<file path="src/rtl/crc5_pkg.sv">
package crc5_pkg;
  typedef enum logic [1:0] {
    ST_IDLE = 2'd0,
    ST_RUN  = 2'd1,
    ST_PAD  = 2'd2,
    ST_DONE = 2'd3
  } crc_state_e;
endpackage

</file>
<file path="src/rtl/crc5_step.sv">
// One LFSR step; both forms computed, mode picks the result.
module crc5_step #(
  parameter int unsigned          WIDTH = 5,
  parameter logic [WIDTH-1:0]     TAPS  = 5'b00111
) (
  input  logic [WIDTH-1:0] cur_i,
  input  logic             bit_i,
  input  logic             aug_i,
  output logic [WIDTH-1:0] nxt_o
);
  logic             fb_dir;
  logic             fb_aug;
  logic [WIDTH-1:0] nxt_dir;
  logic [WIDTH-1:0] nxt_aug;

  assign fb_dir = cur_i[WIDTH-1] ^ bit_i;
  assign fb_aug = cur_i[WIDTH-1];

  for (genvar i = 0; i < WIDTH; i++) begin : g_bit
    if (i == 0) begin : g_lsb
      assign nxt_dir[i] = TAPS[i] & fb_dir;
      assign nxt_aug[i] = bit_i ^ (TAPS[i] & fb_aug);
    end else begin : g_up
      assign nxt_dir[i] = cur_i[i-1] ^ (TAPS[i] & fb_dir);
      assign nxt_aug[i] = cur_i[i-1] ^ (TAPS[i] & fb_aug);
    end
  end

  assign nxt_o = aug_i ? nxt_aug : nxt_dir;
endmodule

</file>
<file path="src/rtl/crc5_ctrl.sv">
module crc5_ctrl
  import crc5_pkg::*;
#(
  parameter int unsigned WIDTH = 5
) (
  input  logic       clk_i,
  input  logic       rst_ni,
  input  logic       clear_i,
  input  logic       mode_i,
  input  logic       valid_i,
  input  logic       last_i,
  output logic       zero_o,
  output logic       shift_o,
  output logic       pad_o,
  output logic       aug_o,
  output logic       done_o,
  output crc_state_e state_o
);
  localparam int unsigned CW = $clog2(WIDTH + 1);
  localparam logic [CW-1:0] PAD_LAST = CW'(WIDTH - 1);

  crc_state_e    state_q, state_d;
  logic [CW-1:0] cnt_q, cnt_d;
  logic          aug_q, aug_d;
  logic          done_q, done_d;

  always_comb begin
    state_d = state_q;
    cnt_d   = cnt_q;
    aug_d   = aug_q;
    done_d  = 1'b0;
    shift_o = 1'b0;
    pad_o   = 1'b0;
    zero_o  = 1'b0;
    if (clear_i) begin
      zero_o  = 1'b1;
      state_d = ST_RUN;
      aug_d   = mode_i;
      cnt_d   = '0;
    end else begin
      unique case (state_q)
        ST_RUN: begin
          if (valid_i) begin
            shift_o = 1'b1;
            if (last_i) begin
              if (aug_q) begin
                state_d = ST_PAD;
                cnt_d   = '0;
              end else begin
                state_d = ST_DONE;
                done_d  = 1'b1;
              end
            end
          end
        end
        ST_PAD: begin
          shift_o = 1'b1;
          pad_o   = 1'b1;
          cnt_d   = cnt_q + 1'b1;
          if (cnt_q == PAD_LAST) begin
            state_d = ST_DONE;
            done_d  = 1'b1;
          end
        end
        default: ;
      endcase
    end
  end

  always_ff @(posedge clk_i or negedge rst_ni) begin
    if (!rst_ni) begin
      state_q <= ST_IDLE;
      cnt_q   <= '0;
      aug_q   <= 1'b0;
      done_q  <= 1'b0;
    end else begin
      state_q <= state_d;
      cnt_q   <= cnt_d;
      aug_q   <= aug_d;
      done_q  <= done_d;
    end
  end

  assign aug_o   = aug_q;
  assign done_o  = done_q;
  assign state_o = state_q;

  p_done_pulse_r6: assert property (@(posedge clk_i) disable iff (!rst_ni)
    done_q |=> !done_q);

  p_direct_done_r3: assert property (@(posedge clk_i) disable iff (!rst_ni)
    (state_q == ST_RUN && valid_i && last_i && !aug_q && !clear_i) |=> done_q);

  p_mode_held_r10: assert property (@(posedge clk_i) disable iff (!rst_ni)
    !clear_i |=> $stable(aug_q));

  p_idle_quiet_r11: assert property (@(posedge clk_i) disable iff (!rst_ni)
    (state_q == ST_IDLE && !clear_i) |=> (state_q == ST_IDLE && !done_q));
endmodule

</file>
<file path="src/rtl/crc5_reg.sv">
module crc5_reg #(
  parameter int unsigned WIDTH = 5
) (
  input  logic             clk_i,
  input  logic             rst_ni,
  input  logic             zero_i,
  input  logic             shift_i,
  input  logic [WIDTH-1:0] nxt_i,
  output logic [WIDTH-1:0] crc_o
);
  logic [WIDTH-1:0] crc_q;

  always_ff @(posedge clk_i or negedge rst_ni) begin
    if (!rst_ni)      crc_q <= '0;
    else if (zero_i)  crc_q <= '0;
    else if (shift_i) crc_q <= nxt_i;
  end

  assign crc_o = crc_q;

  p_clear_zero_r2: assert property (@(posedge clk_i) disable iff (!rst_ni)
    zero_i |=> (crc_q == '0));

  p_no_shift_hold_r8: assert property (@(posedge clk_i) disable iff (!rst_ni)
    (!zero_i && !shift_i) |=> $stable(crc_q));
endmodule

</file>
<file path="src/rtl/crc5_serial_gen.sv">
module crc5_serial_gen
  import crc5_pkg::*;
#(
  parameter int unsigned      WIDTH = 5,
  parameter logic [WIDTH-1:0] TAPS  = 5'b00111
) (
  input  logic             clk_i,
  input  logic             rst_ni,
  input  logic             clear_i,
  input  logic             mode_i,
  input  logic             bit_i,
  input  logic             valid_i,
  input  logic             last_i,
  output logic [WIDTH-1:0] crc_o,
  output logic             done_o
);
  localparam int unsigned CW = $clog2(WIDTH + 1);

  logic             zero, shift, pad, aug;
  logic             step_bit;
  logic [WIDTH-1:0] nxt;
  crc_state_e       state;

  crc5_ctrl #(.WIDTH(WIDTH)) u_ctrl (
    .clk_i   (clk_i),
    .rst_ni  (rst_ni),
    .clear_i (clear_i),
    .mode_i  (mode_i),
    .valid_i (valid_i),
    .last_i  (last_i),
    .zero_o  (zero),
    .shift_o (shift),
    .pad_o   (pad),
    .aug_o   (aug),
    .done_o  (done_o),
    .state_o (state)
  );

  // padding shifts feed zeros
  assign step_bit = pad ? 1'b0 : bit_i;

  crc5_step #(.WIDTH(WIDTH), .TAPS(TAPS)) u_step (
    .cur_i (crc_o),
    .bit_i (step_bit),
    .aug_i (aug),
    .nxt_o (nxt)
  );

  crc5_reg #(.WIDTH(WIDTH)) u_reg (
    .clk_i   (clk_i),
    .rst_ni  (rst_ni),
    .zero_i  (zero),
    .shift_i (shift),
    .nxt_i   (nxt),
    .crc_o   (crc_o)
  );

  // count zero shifts seen after the marked bit, for the padding-length check
  logic [CW-1:0] pad_seen_q;
  always_ff @(posedge clk_i or negedge rst_ni) begin
    if (!rst_ni) pad_seen_q <= '0;
    else if (clear_i) pad_seen_q <= '0;
    else if (state == ST_RUN && valid_i && last_i) pad_seen_q <= '0;
    else if (state == ST_PAD) pad_seen_q <= pad_seen_q + 1'b1;
  end

  p_aug_len_r4: assert property (@(posedge clk_i) disable iff (!rst_ni)
    (done_o && aug) |-> (pad_seen_q == CW'(WIDTH)));

  p_hold_after_done_r7: assert property (@(posedge clk_i) disable iff (!rst_ni)
    (state == ST_DONE && !clear_i) |=> $stable(crc_o));

  p_pad_ignores_in_r9: assert property (@(posedge clk_i) disable iff (!rst_ni)
    (state == ST_PAD && !clear_i) |-> (shift && pad));
endmodule

</file>
<file path="config.mk">
export PLATFORM = sky130hd
export DESIGN_NAME = crc5_serial_gen
export DESIGN_NICKNAME = d
export VERILOG_FILES = /design/src/rtl/crc5_pkg.sv /design/src/rtl/crc5_step.sv /design/src/rtl/crc5_ctrl.sv /design/src/rtl/crc5_reg.sv /design/src/rtl/crc5_serial_gen.sv
export SDC_FILE = /design/constraint.sdc
export NUM_CORES = 1
export LEC_CHECK = 0
export ABC_CLOCK_PERIOD_IN_PS = 1800
export BUFFER_PORTS_ARGS = -buffer_cell sky130_fd_sc_hd__buf_2
export CAP_MARGIN = 30
export CORE_AREA = 2 2 39 41
export CTS_BUF_LIST = sky130_fd_sc_hd__clkbuf_8
export DETAILED_ROUTE_END_ITERATION = 7
export DIE_AREA = 0 0 41 43
export PLACE_DENSITY = 0.73
export SLEW_MARGIN = 10
export SYNTH_ARGS = -nofsm -noshare
export SYNTH_HDL_FRONTEND = slang
export SYNTH_SLANG_ARGS = --single-unit
export TNS_END_PERCENT = 50
</file>
<file path="constraint.sdc">
create_clock -name clk_i -period 1.8 [get_ports clk_i]
set_clock_uncertainty 0.15 [all_clocks]
set_input_delay 0.36 -clock clk_i [delete_from_list [all_inputs] [get_ports clk_i]]
set_output_delay 0.36 -clock clk_i [all_outputs]
set_load 0.1 [all_outputs]
</file>
==> results by stage <==
Synth:
- The count of warnings emitted by yosys is 0.
- Ranked by total cell area, the synthesized netlist is headed by dfrtp_1 (45%), ha_1 (7.5%), a22o_1 (6.6%).
- The basic-gate share of the synthesized area counting and, or, nand and nor cells is 18.61%.
- The post-synthesis compound-gate area fraction is 18.05%.
- For this run, the register share of the synthesized area comes to 45.11%.
- After synthesis, the share of flip-flops with an asynchronous set or reset is 100.0%.
- The number of enable-type register cells in the synthesized netlist is 0.
- The share of synthesized area in the top cell type comes to 45.11%.
- The number of unique standard cell types used by synthesis is 24.
- Counting every net in the synthesized netlist gives 79.
- The area of the mapped netlist is 665.6 µm².
- The largest family of logic cells by synthesized area is simple AND/OR/NAND/NOR gates.
- The multiplexer fraction of the synthesized cell area is 0%.
- dfrtp_1 takes more of the synthesized area than any other cell.
- Counting flops and latches in the post-synthesis netlist gives 12.
- The area share of fa/ha/maj cells after synthesis is 7.519%.
- After synthesis, the mean cell area works out to 9.789 µm².
- The cell count after synthesis is 68.
- The most used flip-flop cell after synthesis is dfrtp_1.
- After Yosys synthesis, XOR and XNOR cells account for 6.579% of the synthesized area.

Global route:
- Entering global routing, the biggest net connects 13 pins.
- The overall track demand over capacity in global routing is 18.64%.
- The initial antenna violation count came to 0.
- The via count of the first global-routing pass is 478.
- The first global-routing pass estimated 2.076 mm of wire.
- The sum of overflow across all layers after global routing is 0.

Die:
- The number of rows created at floorplan is 14.
- The starting density of the core is 48.10%.
- For this design the top-level I/O count stands at 13.
- The area of the core region is 1384 µm².
- The die area is 1763 µm².
- The y dimension of the die is 43 µm.
- The floorplan step set the die width to 41 µm.

Power and ir drop:
- The internal power component is 0.0005346 W.
- For this design the total switching power over the nets is 0.0002397 W.
- Sequential cells burn 38.3% of the power.
- The clock network accounts for 38.4% of the total power.
- The total power of the final layout is 0.0007743 W.
- The share of total power dissipated in combinational logic is 23.3%.
- Across the VDD grid, the largest voltage drop is 0.4489 mV.
- The leakage power figure is 0.4061 nW.
- Of the total power, the share spent switching nets is 30.96%.
- The power density normalized to cell area is 940.5 nW/µm².

Min path:
- The class of the most critical hold timing path is primary input to register.

Clock tree:
- The TritonCTS clock tree is yes.
- The clock-pin slew on the worst setup and hold paths is 0.05 ns.
- The clock sink count is 12.
- The number of buffers created by CTS is 3.
- The clock reaches the later pin of the worst-skew pair after 0.25 ns.
- In this run the number of H-tree levels came out at 1.
- The clock passes through at most 2 buffers.
- The tree is rooted in a clkbuf_8.
- The post-CTS setup buffer count is 0.

STA:
- The count of final hold-check violations is 0.
- For the pin with the worst max-slew slack, the measured transition is 0.4855 ns.
- The total setup violations reported at the end of the flow is 0.
- The clock period minus worst slack is 1.719 ns.
- Based on the critical path, the design can be clocked at up to 581.7 MHz.
- The final worst hold slack is 0.1559 ns.
- Of the available clock period, the critical path in the final layout requires 95.50%.
- The worst max-slew margin expressed relative to the limit is 67.86%.
- The final count of pins violating max slew is 0.

Drt:
- After the first detailed-routing iteration, the DRC count stood at 17.
- Dividing the detail-routed via count by the number of cells gives 5.594.
- The residual DRC count is 0.
- The detailed router put a total of 575 µm of wire on met1.
- The final route contains 565 vias.
- In this run the remaining antenna-violating nets after routing total 0.
- The average routed wire per standard cell is 13.11 µm.
- The top routing layer in use is met4.
- The routed design uses 109 µm of met3 wire.
- The first detailed-routing pass took 4 iterations.
- The sum of met2 wire segment lengths after detailed routing is 600 µm.
- After detailed routing, the total wire length is 1.324 mm.

Layout:
- The number of diodes added for antenna fixing is 0.
- Once layout is done, the placed cells without fillers occupy 823.3 µm².
- The net count of the finished layout is 97.
- From synthesis to final layout, the design area changed by 23.68%.
- The top cell types in the final layout, fill and taps aside, are buf_2 (12), dfrtp_1 (12), nand2_1 (7).
- Cells with a size suffix above 1 make up 27.06% of the layout.

Job:
- The tool flagged a number of max-cap violations equal to 0.

Setup path:
- The data arrival time of the worst path is 1.70 ns.
- Across all register-to-register paths, the minimum setup slack is 0.08 ns.
- The category of the worst setup path launch point is a register.
- Along the worst path, the maximum fanout reaches 7.
- The endpoint required time on the critical path is 1.78 ns.
- The category of the most critical setup path is register to register.
- STA classifies the critical path endpoint as a register.

Outcome:
- The run finished with clean final reports.

Placement:
- At the end of routability-driven placement, the weighted congestion stood at 0.7634.
- The post-placement cell area is 748.2 µm².
- The count of input and output buffers is 12.
- The total half-perimeter wirelength after legalization and detailed placement is 949.3 µm.
## kinds of logic (layout without fill, tap and decap cells)
family | after synthesis | after routing
buf+inv | 6 | 23
compound gates | 16 | 16
flops | 12 | 12
xor+xnor | 5 | 5
simple gates | 25 | 25
fa+ha+maj | 4 | 4
## power by group through the flow
stage,clock network (W),registers (W),logic (W)
after floorplan,0,0.000352,0.0000800
after global placement,0,0.000300,0.000170
after detailed placement,0,0.000301,0.000173
after CTS,0.000301,0.000296,0.000176
after global routing,0.000320,0.000297,0.000197
final,0.000297,0.000296,0.000181
## worst max-delay path, cell delays in order (launching register included)
cell,delay (ns)
dfrtp_1,0.37
inv_1,0.06
ha_1,0.25
nor2b_1,0.16
a311o_1,0.34
o21a_1,0.11
o32a_1,0.16
## area by class of cell
class                           instances  area, µm²
Clock buffer                            4      55.05
Inverter                                4      15.01
Multi-Input combinational cell         50      347.8
Sequential cell                        12      300.3
Fill cell                             117      560.5
Timing Repair Buffer                   15      85.08
Tap cell                               16      20.02
## Yosys cell counts, types with 2 or more instances
cell type	n
nor3_1	2
dfrtp_1	12
nor2b_1	3
ha_1	4
a21oi_1	4
xnor2_1	5
a22o_1	5
inv_1	4
nand3_1	3
nand2_1	7
nor2_1	6
## layer usage
metal	vias to the layer above	GRT usage, %
met5	-	0
met4	0	14.00
met3	5	6.283
met2	24	25.62
met1	266	22.90
li1	270	-
## state kept, by name (all words and copies together), names as in the netlist
| signal | count |
|---|---|
| u_ctrl.aug_o | 1 |
| u_ctrl.cnt_q | 3 |
| u_ctrl.done_o | 1 |
| u_ctrl.state_o | 2 |
| u_reg.crc_o | 5 |
## stage by stage
step	utilization, %	instances	setup slack (ns)	setup TNS [ns]
6_report	59.49	101	0.08094	0
5_1_grt	59.49	101	-0.0006469	-0.0006469
4_1_cts	58.77	101	0.02523	0
3_5_place_dp	54.07	96	0.04940	0
3_3_place_gp	54.07	96	0.1080	0
2_1_floorplan	-	68	0.01821	0
## what timing repair did
item	in CTS	in global routing
hold buffers	1	0
endpoints found under the setup margin	0	6
resized for setup	0	3
hold endpoints to repair	12	0
## path summary, 6_finish.rpt
kind	startpoint	endpoint	cells after the start
min in group asynchronous	rst_ni	u_ctrl.done_o	2
max reg2reg	u_ctrl.state_o[1]	u_ctrl.state_o[0]	6
min reg2reg	u_reg.crc_o[3]	u_reg.crc_o[4]	1
min	mode_i	u_ctrl.aug_o	3
max	u_ctrl.state_o[1]	u_ctrl.state_o[0]	6
max in group asynchronous	rst_ni	u_ctrl.cnt_q[0]	2
(Power assumes the default switching activity.)
